--- src/rtl/eeprom_rd_pkg.sv ---
package eeprom_rd_pkg;
  typedef enum logic [3:0] {
    ST_IDLE, ST_CHK, ST_RECOV, ST_STA, ST_TXB, ST_TXACK,
    ST_RXB, ST_MACK, ST_STP, ST_SREL
  } rd_state_e;

  typedef enum logic [1:0] {TX_CTRL_WR, TX_ADDR, TX_CTRL_RD} tx_kind_e;

  localparam logic [7:0] CTRL_WR   = 8'hA0;
  localparam logic [7:0] CTRL_RD   = 8'hA1;
  localparam logic [7:0] WORD_ADDR = 8'h00;
endpackage

--- src/rtl/eeprom_rd_sync.sv ---
module eeprom_rd_sync #(
  parameter int unsigned STAGES  = 2,
  parameter logic        RST_VAL = 1'b1
) (
  input  logic clk_i,
  input  logic rst_ni,
  input  logic d_i,
  output logic q_o
);
  logic [STAGES-1:0] q;

  always_ff @(posedge clk_i or negedge rst_ni)
    if (!rst_ni) q <= {STAGES{RST_VAL}};
    else         q <= {q[STAGES-2:0], d_i};

  assign q_o = q[STAGES-1];
endmodule

--- src/rtl/eeprom_rd_phase_timer.sv ---
module eeprom_rd_phase_timer #(
  parameter int unsigned DIV = 250
) (
  input  logic clk_i,
  input  logic rst_ni,
  input  logic run_i,
  output logic tick_o
);
  localparam int unsigned CW = (DIV > 1) ? $clog2(DIV) : 1;
  localparam logic [CW-1:0] LAST = CW'(DIV - 1);

  logic [CW-1:0] cnt;

  assign tick_o = run_i && (cnt == LAST);

  always_ff @(posedge clk_i or negedge rst_ni)
    if (!rst_ni)                cnt <= '0;
    else if (!run_i || tick_o)  cnt <= '0;
    else                        cnt <= cnt + 1'b1;
endmodule

--- src/rtl/eeprom_seq_reader.sv ---
module eeprom_seq_reader
  import eeprom_rd_pkg::*;
#(
  parameter int unsigned CLK_DIV     = 250,
  parameter int unsigned CNT_W       = 8,
  parameter int unsigned RETRY       = 10,
  parameter int unsigned SYNC_STAGES = 2
) (
  input  logic             clk_i,
  input  logic             rst_ni,
  input  logic             start_i,
  input  logic [CNT_W-1:0] count_i,
  input  logic             sda_i,
  output logic             scl_o,
  output logic             sda_o,
  output logic [7:0]       data_o,
  output logic             data_valid_o,
  output logic             busy_o,
  output logic             done_o,
  output logic             err_o
);
  localparam int unsigned TW = $clog2(RETRY + 1);
  localparam logic [TW-1:0] TRY_LIM  = TW'(RETRY);
  localparam logic [TW-1:0] TRY_STOP = TW'(RETRY - 1);

  rd_state_e        state_q;
  tx_kind_e         txk_q;
  logic [1:0]       ph_q;
  logic [2:0]       bit_q;
  logic [7:0]       sh_q, data_q;
  logic [CNT_W-1:0] rem_q;
  logic [TW-1:0]    try_q;
  logic             rd_sel_q, done_q, err_q, valid_q;
  logic             scl_rel_q, sda_rel_q, scl_d, sda_d, pbit;
  logic             tick, sda_s, in_pulse, ph_last, pend, last_byte;

  eeprom_rd_sync #(.STAGES(SYNC_STAGES), .RST_VAL(1'b1)) u_sync (
    .clk_i(clk_i), .rst_ni(rst_ni), .d_i(sda_i), .q_o(sda_s));

  eeprom_rd_phase_timer #(.DIV(CLK_DIV)) u_timer (
    .clk_i(clk_i), .rst_ni(rst_ni), .run_i(state_q != ST_IDLE), .tick_o(tick));

  assign in_pulse  = state_q inside {ST_RECOV, ST_TXB, ST_TXACK, ST_RXB, ST_MACK, ST_STP};
  assign ph_last   = (ph_q == 2'd2);
  assign pend      = tick && ph_last;
  assign last_byte = (rem_q == CNT_W'(1));

  // line levels as "released" flags; pulse = low/hold, low/new, high/new
  always_comb begin
    scl_d = 1'b1;
    sda_d = 1'b1;
    case (state_q)
      ST_TXB:  pbit = sh_q[7];
      ST_MACK: pbit = last_byte;
      ST_STP:  pbit = 1'b0;
      default: pbit = 1'b1;
    endcase
    if (state_q == ST_CHK) begin
      scl_d = scl_rel_q;
      sda_d = sda_rel_q;
    end else if (state_q == ST_STA) begin
      sda_d = 1'b0;
    end else if (in_pulse) begin
      scl_d = ph_last;
      sda_d = (ph_q == 2'd0) ? sda_rel_q : pbit;
    end
  end

  always_ff @(posedge clk_i or negedge rst_ni) begin
    if (!rst_ni) begin
      state_q   <= ST_IDLE;
      txk_q     <= TX_CTRL_WR;
      ph_q      <= '0;
      bit_q     <= '0;
      sh_q      <= '0;
      data_q    <= '0;
      rem_q     <= '0;
      try_q     <= '0;
      rd_sel_q  <= 1'b0;
      done_q    <= 1'b0;
      err_q     <= 1'b0;
      valid_q   <= 1'b0;
      scl_rel_q <= 1'b1;
      sda_rel_q <= 1'b1;
    end else begin
      valid_q   <= 1'b0;
      scl_rel_q <= scl_d;
      sda_rel_q <= sda_d;
      if (tick && in_pulse && !ph_last) ph_q <= ph_q + 2'd1;
      case (state_q)
        ST_IDLE: if (start_i) begin
          done_q   <= (count_i == '0);
          err_q    <= 1'b0;
          rem_q    <= count_i;
          try_q    <= '0;
          rd_sel_q <= 1'b0;
          ph_q     <= '0;
          if (count_i != '0) state_q <= ST_CHK;
        end
        ST_CHK: if (tick) begin
          if (sda_s) begin
            state_q <= ST_STA;
            try_q   <= '0;
          end else if (try_q == TRY_LIM) begin
            state_q <= ST_IDLE;
            done_q  <= 1'b1;
            err_q   <= 1'b1;
          end else begin
            state_q <= ST_RECOV;
            ph_q    <= '0;
            try_q   <= try_q + 1'b1;
          end
        end
        ST_RECOV: if (pend) begin
          state_q <= ST_CHK;
          ph_q    <= '0;
        end
        ST_STA: if (tick) begin
          state_q <= ST_TXB;
          ph_q    <= '0;
          bit_q   <= 3'd7;
          sh_q    <= rd_sel_q ? CTRL_RD : CTRL_WR;
          txk_q   <= rd_sel_q ? TX_CTRL_RD : TX_CTRL_WR;
        end
        ST_TXB: if (pend) begin
          ph_q <= '0;
          if (bit_q == 3'd0) state_q <= ST_TXACK;
          else begin
            bit_q <= bit_q - 3'd1;
            sh_q  <= {sh_q[6:0], 1'b0};
          end
        end
        ST_TXACK: if (pend) begin
          ph_q <= '0;
          if (sda_s) begin
            state_q <= ST_IDLE;
            done_q  <= 1'b1;
            err_q   <= 1'b1;
          end else begin
            case (txk_q)
              TX_CTRL_WR: begin
                state_q <= ST_TXB;
                sh_q    <= WORD_ADDR;
                bit_q   <= 3'd7;
                txk_q   <= TX_ADDR;
              end
              TX_ADDR: begin
                state_q  <= ST_CHK;
                rd_sel_q <= 1'b1;
                try_q    <= '0;
              end
              default: begin
                state_q <= ST_RXB;
                bit_q   <= 3'd7;
              end
            endcase
          end
        end
        ST_RXB: if (pend) begin
          ph_q <= '0;
          sh_q <= {sh_q[6:0], sda_s};
          if (bit_q == 3'd0) begin
            data_q  <= {sh_q[6:0], sda_s};
            valid_q <= 1'b1;
            state_q <= ST_MACK;
          end else bit_q <= bit_q - 3'd1;
        end
        ST_MACK: if (pend) begin
          ph_q <= '0;
          if (last_byte) begin
            state_q <= ST_STP;
            try_q   <= '0;
          end else begin
            rem_q   <= rem_q - 1'b1;
            state_q <= ST_RXB;
            bit_q   <= 3'd7;
          end
        end
        ST_STP: if (pend) begin
          ph_q    <= '0;
          state_q <= ST_SREL;
        end
        ST_SREL: if (tick) begin
          if (sda_s) begin
            state_q <= ST_IDLE;
            done_q  <= 1'b1;
          end else if (try_q == TRY_STOP) begin
            state_q <= ST_IDLE;
            done_q  <= 1'b1;
            err_q   <= 1'b1;
          end else begin
            try_q   <= try_q + 1'b1;
            state_q <= ST_STP;
            ph_q    <= '0;
          end
        end
        default: state_q <= ST_IDLE;
      endcase
    end
  end

  assign scl_o        = ~scl_rel_q;
  assign sda_o        = ~sda_rel_q;
  assign data_o       = data_q;
  assign data_valid_o = valid_q;
  assign busy_o       = (state_q != ST_IDLE);
  assign done_o       = done_q;
  assign err_o        = err_q;
endmodule

--- config.mk ---
export PLATFORM = sky130hd
export DESIGN_NAME = eeprom_seq_reader
export DESIGN_NICKNAME = d
export VERILOG_FILES = /design/src/rtl/eeprom_rd_pkg.sv /design/src/rtl/eeprom_rd_sync.sv /design/src/rtl/eeprom_rd_phase_timer.sv /design/src/rtl/eeprom_seq_reader.sv
export SDC_FILE = /design/constraint.sdc
export NUM_CORES = 1
export LEC_CHECK = 0
export ABC_AREA = 1
export BUFFER_PORTS_ARGS = -buffer_cell sky130_fd_sc_hd__buf_2
export CAP_MARGIN = 20
export CORE_ASPECT_RATIO = 1.4
export CORE_MARGIN = 2
export CORE_UTILIZATION = 65
export CTS_CLUSTER_DIAMETER = 40
export DETAILED_ROUTE_END_ITERATION = 10
export PLACE_DENSITY = 0.85
export RECOVER_POWER = 50
export SYNTH_ARGS = -nofsm -noshare
export SYNTH_HDL_FRONTEND = slang
export SYNTH_HIERARCHICAL = 1
export SYNTH_SLANG_ARGS = --single-unit
--- constraint.sdc ---
create_clock -name clk_i -period 5.3 [get_ports clk_i]
set_clock_uncertainty 0.05 [all_clocks]
set_input_delay 1.59 -clock clk_i [delete_from_list [all_inputs] [get_ports clk_i]]
set_output_delay 1.59 -clock clk_i [all_outputs]
set_load 0.01 [all_outputs]
**Word-level counts from Yosys, hierarchy flattened**

Index checks and enable logic that the tools add are counted.

- RAM bits: 0
- Memories kept: 0
- Register bits after elaboration: 55
- Input port bits: 12
- Latch bits: 0
- Bits in read-only memories: 0

- Add/subtract/negate cells: 5
- Div/mod/pow operators: 0
- Equality and inequality tests: 46
- Multiplexer cells: 101
- Multipliers: 0
- Shift-type cells: 0
- Order comparisons: 0
- Reductions and logical operators: 35
- Bitwise gates (word level): 3

Operator list:

| operator | number |
|---|---|
| 4-bit two-way mux | 28 |
| 8-bit two-way mux | 11 |
| 2-bit != test (second input constant) | 21 |
| 4-bit one-hot mux with 10 select lines | 1 |
| 2-bit two-way mux | 17 |
| 8-bit one-hot mux with 4 select lines | 1 |
| 3-bit two-way mux | 9 |
| 1-bit two-way mux | 24 |
| 4-bit one-hot mux with 5 select lines | 1 |
| 9-bit AND reduction | 2 |
| 4-bit by 3-bit equality test with 1-bit output (second input constant) | 4 |
| 4-bit equality test (second input constant) | 4 |
| 8-bit one-hot mux with 2 select lines | 1 |
| 4-bit nonzero test | 4 |
| 2-bit by 1-bit != test with 1-bit output (second input constant) | 7 |
| 13-bit AND reduction | 1 |
| 3-bit one-hot mux with 4 select lines | 1 |
| 12-bit AND reduction | 1 |
| 2-bit one-hot mux with 5 select lines | 1 |
| 10-bit AND reduction | 1 |
| 5-bit AND reduction | 2 |
| 8-bit by 1-bit adder with 8-bit output (second input constant) | 1 |
| 4-bit by 2-bit equality test with 1-bit output (second input constant) | 2 |
| 8-bit by 1-bit equality test with 1-bit output (second input constant) | 1 |
| 33 further kinds | 44 |

**Depth between registers and ports, before layout**

- Depth in word-level cells: 9
- Mapped depth: 14
- Gate-level depth less buffers: 14

**Cells and area by module**

The synthesis kept the hierarchy.

Modules (own cells, without submodules):

| module | cells each | instances | area each (µm²) |
|---|---|---|---|
| eeprom_seq_reader | 431 | 1 | 3047.9 |
| eeprom_rd_phase_timer | 51 | 1 | 426.7 |
| eeprom_rd_sync | 2 | 1 | 52.6 |

**Worst setup path after synthesis**

Ideal clock, no wire load.

- Kind: flip-flop to output port
- From: register state_q[1]
- To: output port busy_o
- Cell stages (with the launch flop): 4
- Data required time: 3.660 ns
- Setup slack: 2.854 ns
- Data arrival time: 0.806 ns
- Path buffers: 1
- Path through: dfrtp_1 buf_4 nor2_2 nand2_4

- Longest elaborated chain between the ends: 1

RTL lines:

| element | line | RTL |
|---|---|---|
| from (decl) | eeprom_seq_reader.sv:26 | `rd_state_e state_q;` |
| from (signal assigned) | eeprom_seq_reader.sv:71 | `state_q <= ST_IDLE;` |
| from (signal assigned) | eeprom_seq_reader.sv:98 | `if (count_i != '0) state_q <= ST_CHK;` |
| from (signal assigned) | eeprom_seq_reader.sv:102 | `state_q <= ST_STA;` |
| 4-bit nonzero test | eeprom_seq_reader.sv:206 | `assign busy_o = (state_q != ST_IDLE);` |
| to (decl) | eeprom_seq_reader.sv:18 | `output logic busy_o,` |

Every way passes these cells.

**Worst setup path in the final report**

Ends and elaborated chain as after synthesis.

==> results_dict.tcl <==
set metrics [dict create \
    pwr_density_cell_nw_per_um2 507 \
    detail-route-antenna-nets 0 \
    clock_latency_ns 0.31 \
    synth_top_area_share_pct 36.2 \
    finalSetupTns_ns 0 \
    synth_area_sq_um 3530 \
    n_antenna_cell 0 \
    r2r-end "bit_q[0]" \
    irDropWorstVdd_mv 0.294 \
    synth_xor_area_share_pct 1.49 \
    drc 0 \
    total_power_mw 1.91 \
    grt_pass1_vias 3031 \
    start_kind "flip-flop" \
    nFillCells 459 \
    clkSinkCount 55 \
    grt_max_degree 56 \
    netlist_instances 484 \
    start_util_pct 67.9 \
    synth_simple_gate_area_share_pct 39.5 \
    synth_mux_area_share_pct 0 \
    synth.distinct_cells 38 \
    hold_class "reg -> reg" \
    ys_seq_area_share_pct 39.2 \
    synth.area.top_cells "dfrtp_1, nand2_1, nand3_1" \
    synth.most_common_cell "nand2_1" \
    synth_top_family_by_area "simple AND/OR/NAND/NOR gates" \
    cts_root_buf "clkbuf_8" \
    vias_per_cell 5.41 \
    cts_hold_buf 0 \
    crit_start "state_q[1]" \
    synth_ff_type "dfrtp_1" \
    synthAdderAreaFrac_pct 3.90 \
    max_freq_mhz 312 \
    core_area_sq_um 5200 \
    whs_path_depth 0 \
    die-area_sq_um 6040 \
    hpwl_um 5850 \
    r2r_setup_slack_ns 2.45 \
    synth_compound_area_share_pct 8.51 \
    die_w_um 66.3 \
    arrival_ns 1.57 \
    clock_path_buffers 2 \
    ys_warn_count 6 \
    synth_area_leader_cell "dfrtp_1" \
    io_buffers 25 \
    r2r_start "state_q[1]" \
    vias 3122 \
    rsz0062_at_grt "no" \
    overflow 0 \
    drt-initial-drc-count 252 \
    worstSetupPathType "reg -> out" \
    post-cts-setup-buffer-count 0 \
    cts-buffers-inserted 5 \
    drive_gt1_share_pct 14.9 \
    relSlewSlack_pct 47.8 \
    setup_viol 0 \
    area_growth_pct 6.99 \
    multi_input_area_sq_um 1860 \
    synth_common_cells "nand2_1, nor2_1, inv_1, dfrtp_1, nand3_1" \
    syn_nets 507 \
    nets 533 \
    synth-seq-cells 55 \
    gr-usage-all-layers_pct 27.9 \
    tritoncts "yes" \
    seq_area_sq_um 1380 \
    wl_per_cell_um 13.4 \
    synth_edf_count 0 \
    critPathMaxFanout 8 \
    ioPinCount 26 \
    die_h_um 91.2 \
    routed_wl_um 7750 \
    ctsHtreeMaxLevel 2 \
    avgSynthCellArea_sq_um 7.29 \
    drv_cap 0 \
    antenna_found_initial 0 \
    grt_pass1_wl_um 13300 \
    total_leakage_power_nw 2.00 \
    async_flop_share_pct 100 \
    endpoint_kind "output pin" \
    fin_crit_sh_pct 60.6 \
    routabilityCongestion 0.961 \
    path_clk_slew_ns 0.09 \
    endpoint "busy_o" \
    outcome "complete, no violations" \
    worst_pin_slew_ns 0.780 \
    cts_resized 0 \
    required_ns 3.66 \
    rows 31 \
    finalHoldViolations 0 \
    finalMaxSlewViolations 0 \
    period_minus_slack_ns 3.21 \
    rr_worst_depth 11 \
    dr.pass1.iters 4 \
]
## worst min-delay path by stage
stage | end | slack, ns | startpoint
after floorplan | u_sync/q[1] | 0.30 | u_sync/q[0]
after global placement | u_sync/q[1] | 0.30 | u_sync/q[0]
after detailed placement | u_sync/q[1] | 0.30 | u_sync/q[0]
after CTS | u_sync/q[1] | 0.31 | u_sync/q[0]
after global routing | u_sync/q[1] | 0.32 | u_sync/q[0]
final | u_sync/q[1] | 0.31 | u_sync/q[0]
## logic make-up (layout without fill, tap and decap cells)
family                     Yosys count  in the layout
adders and majority gates           11             11
DFF                                 55             55
buffers and inverters               63             90
AOI/OAI and AO/OA                   49             49
xor gates and xnor gates             6              6
and+or+nand+nor                    300            300
## stage by stage
step | setup slack, ns | utilization, % | instances | hold WS, ns | cell area [sq um]
after global routing | 2.01 | 72.6 | 577 | 0.320 | 3770
after global placement | 2.64 | 71.0 | 569 | 0.296 | 3690
after CTS | 2.27 | 73.1 | 577 | 0.315 | 3800
after detailed placement | 2.62 | 71.0 | 569 | 0.301 | 3690
final | 2.09 | 72.6 | 577 | 0.315 | 3770
after floorplan | 2.85 | - | 484 | 0.295 | 3530
## registers in the layout, summed over array words and instances (netlist names), 3 cells and up
register and cells:
sh_q 8, bit_q 3, data_o 8, state_q 4, try_q 4, rem_q 8
u_timer/cnt 8
## cell type report
cell class | instances | area share (%)
inverter | 56 | 5.57
clock inverter | 2 | 0.995
multi-input combinational | 366 | 49.2
sequential | 55 | 36.6
timing repair buffer | 26 | 3.51
tap | 66 | 2.19
clock buffer | 6 | 1.92
## worst max-delay path, stage by stage, from the launching register on
cell,delay [ns]
dfrtp_1,0.51
nor2_1,0.24
nand2_1,0.27
buf_2,0.23
## per-layer routing
| metal | wire (um) | up-vias | GRT usage, % |
|---|---|---|---|
| met2 | 3820 | 98 | 47.5 |
| met1 | 3240 | 1410 | 32.8 |
| met5 | 0 | - | 0 |
| met4 | 370 | 0 | 15.8 |
| li1 | - | 1584 | - |
| met3 | 318 | 30 | 3.59 |
## layout by cell type (no fill, tap or decap), drive strengths merged
cell type	Yosys	layout
inv	56	56
nor2	65	65
nand4	7	7
nand3b	1	1
clkinvlp	0	1
o21ai	36	36
dfstp	4	4
clkbuf	1	6
a22oi	1	1
nor3	2	2
xnor2	2	2
nand3	55	55
buf	6	26
o21bai	1	1
o31ai	1	1
bufinv	0	1
a31oi	1	1
or2	2	2
ha	11	11
nand2	168	168
dfrtp	51	51
o2111a	1	1
xor2	4	4
o211ai	2	2
a21oi	6	6
## report_power, final
part           internal (mW)  switching [mW]  leakage [nW]  total, mW
combinational          0.310           0.662          1.23      0.973
clock                  0.141           0.140        0.0514      0.281
sequential             0.547           0.112         0.717      0.658
total                  0.998           0.914          2.00       1.91
Note: power is estimated with default switching activity, not from simulation.
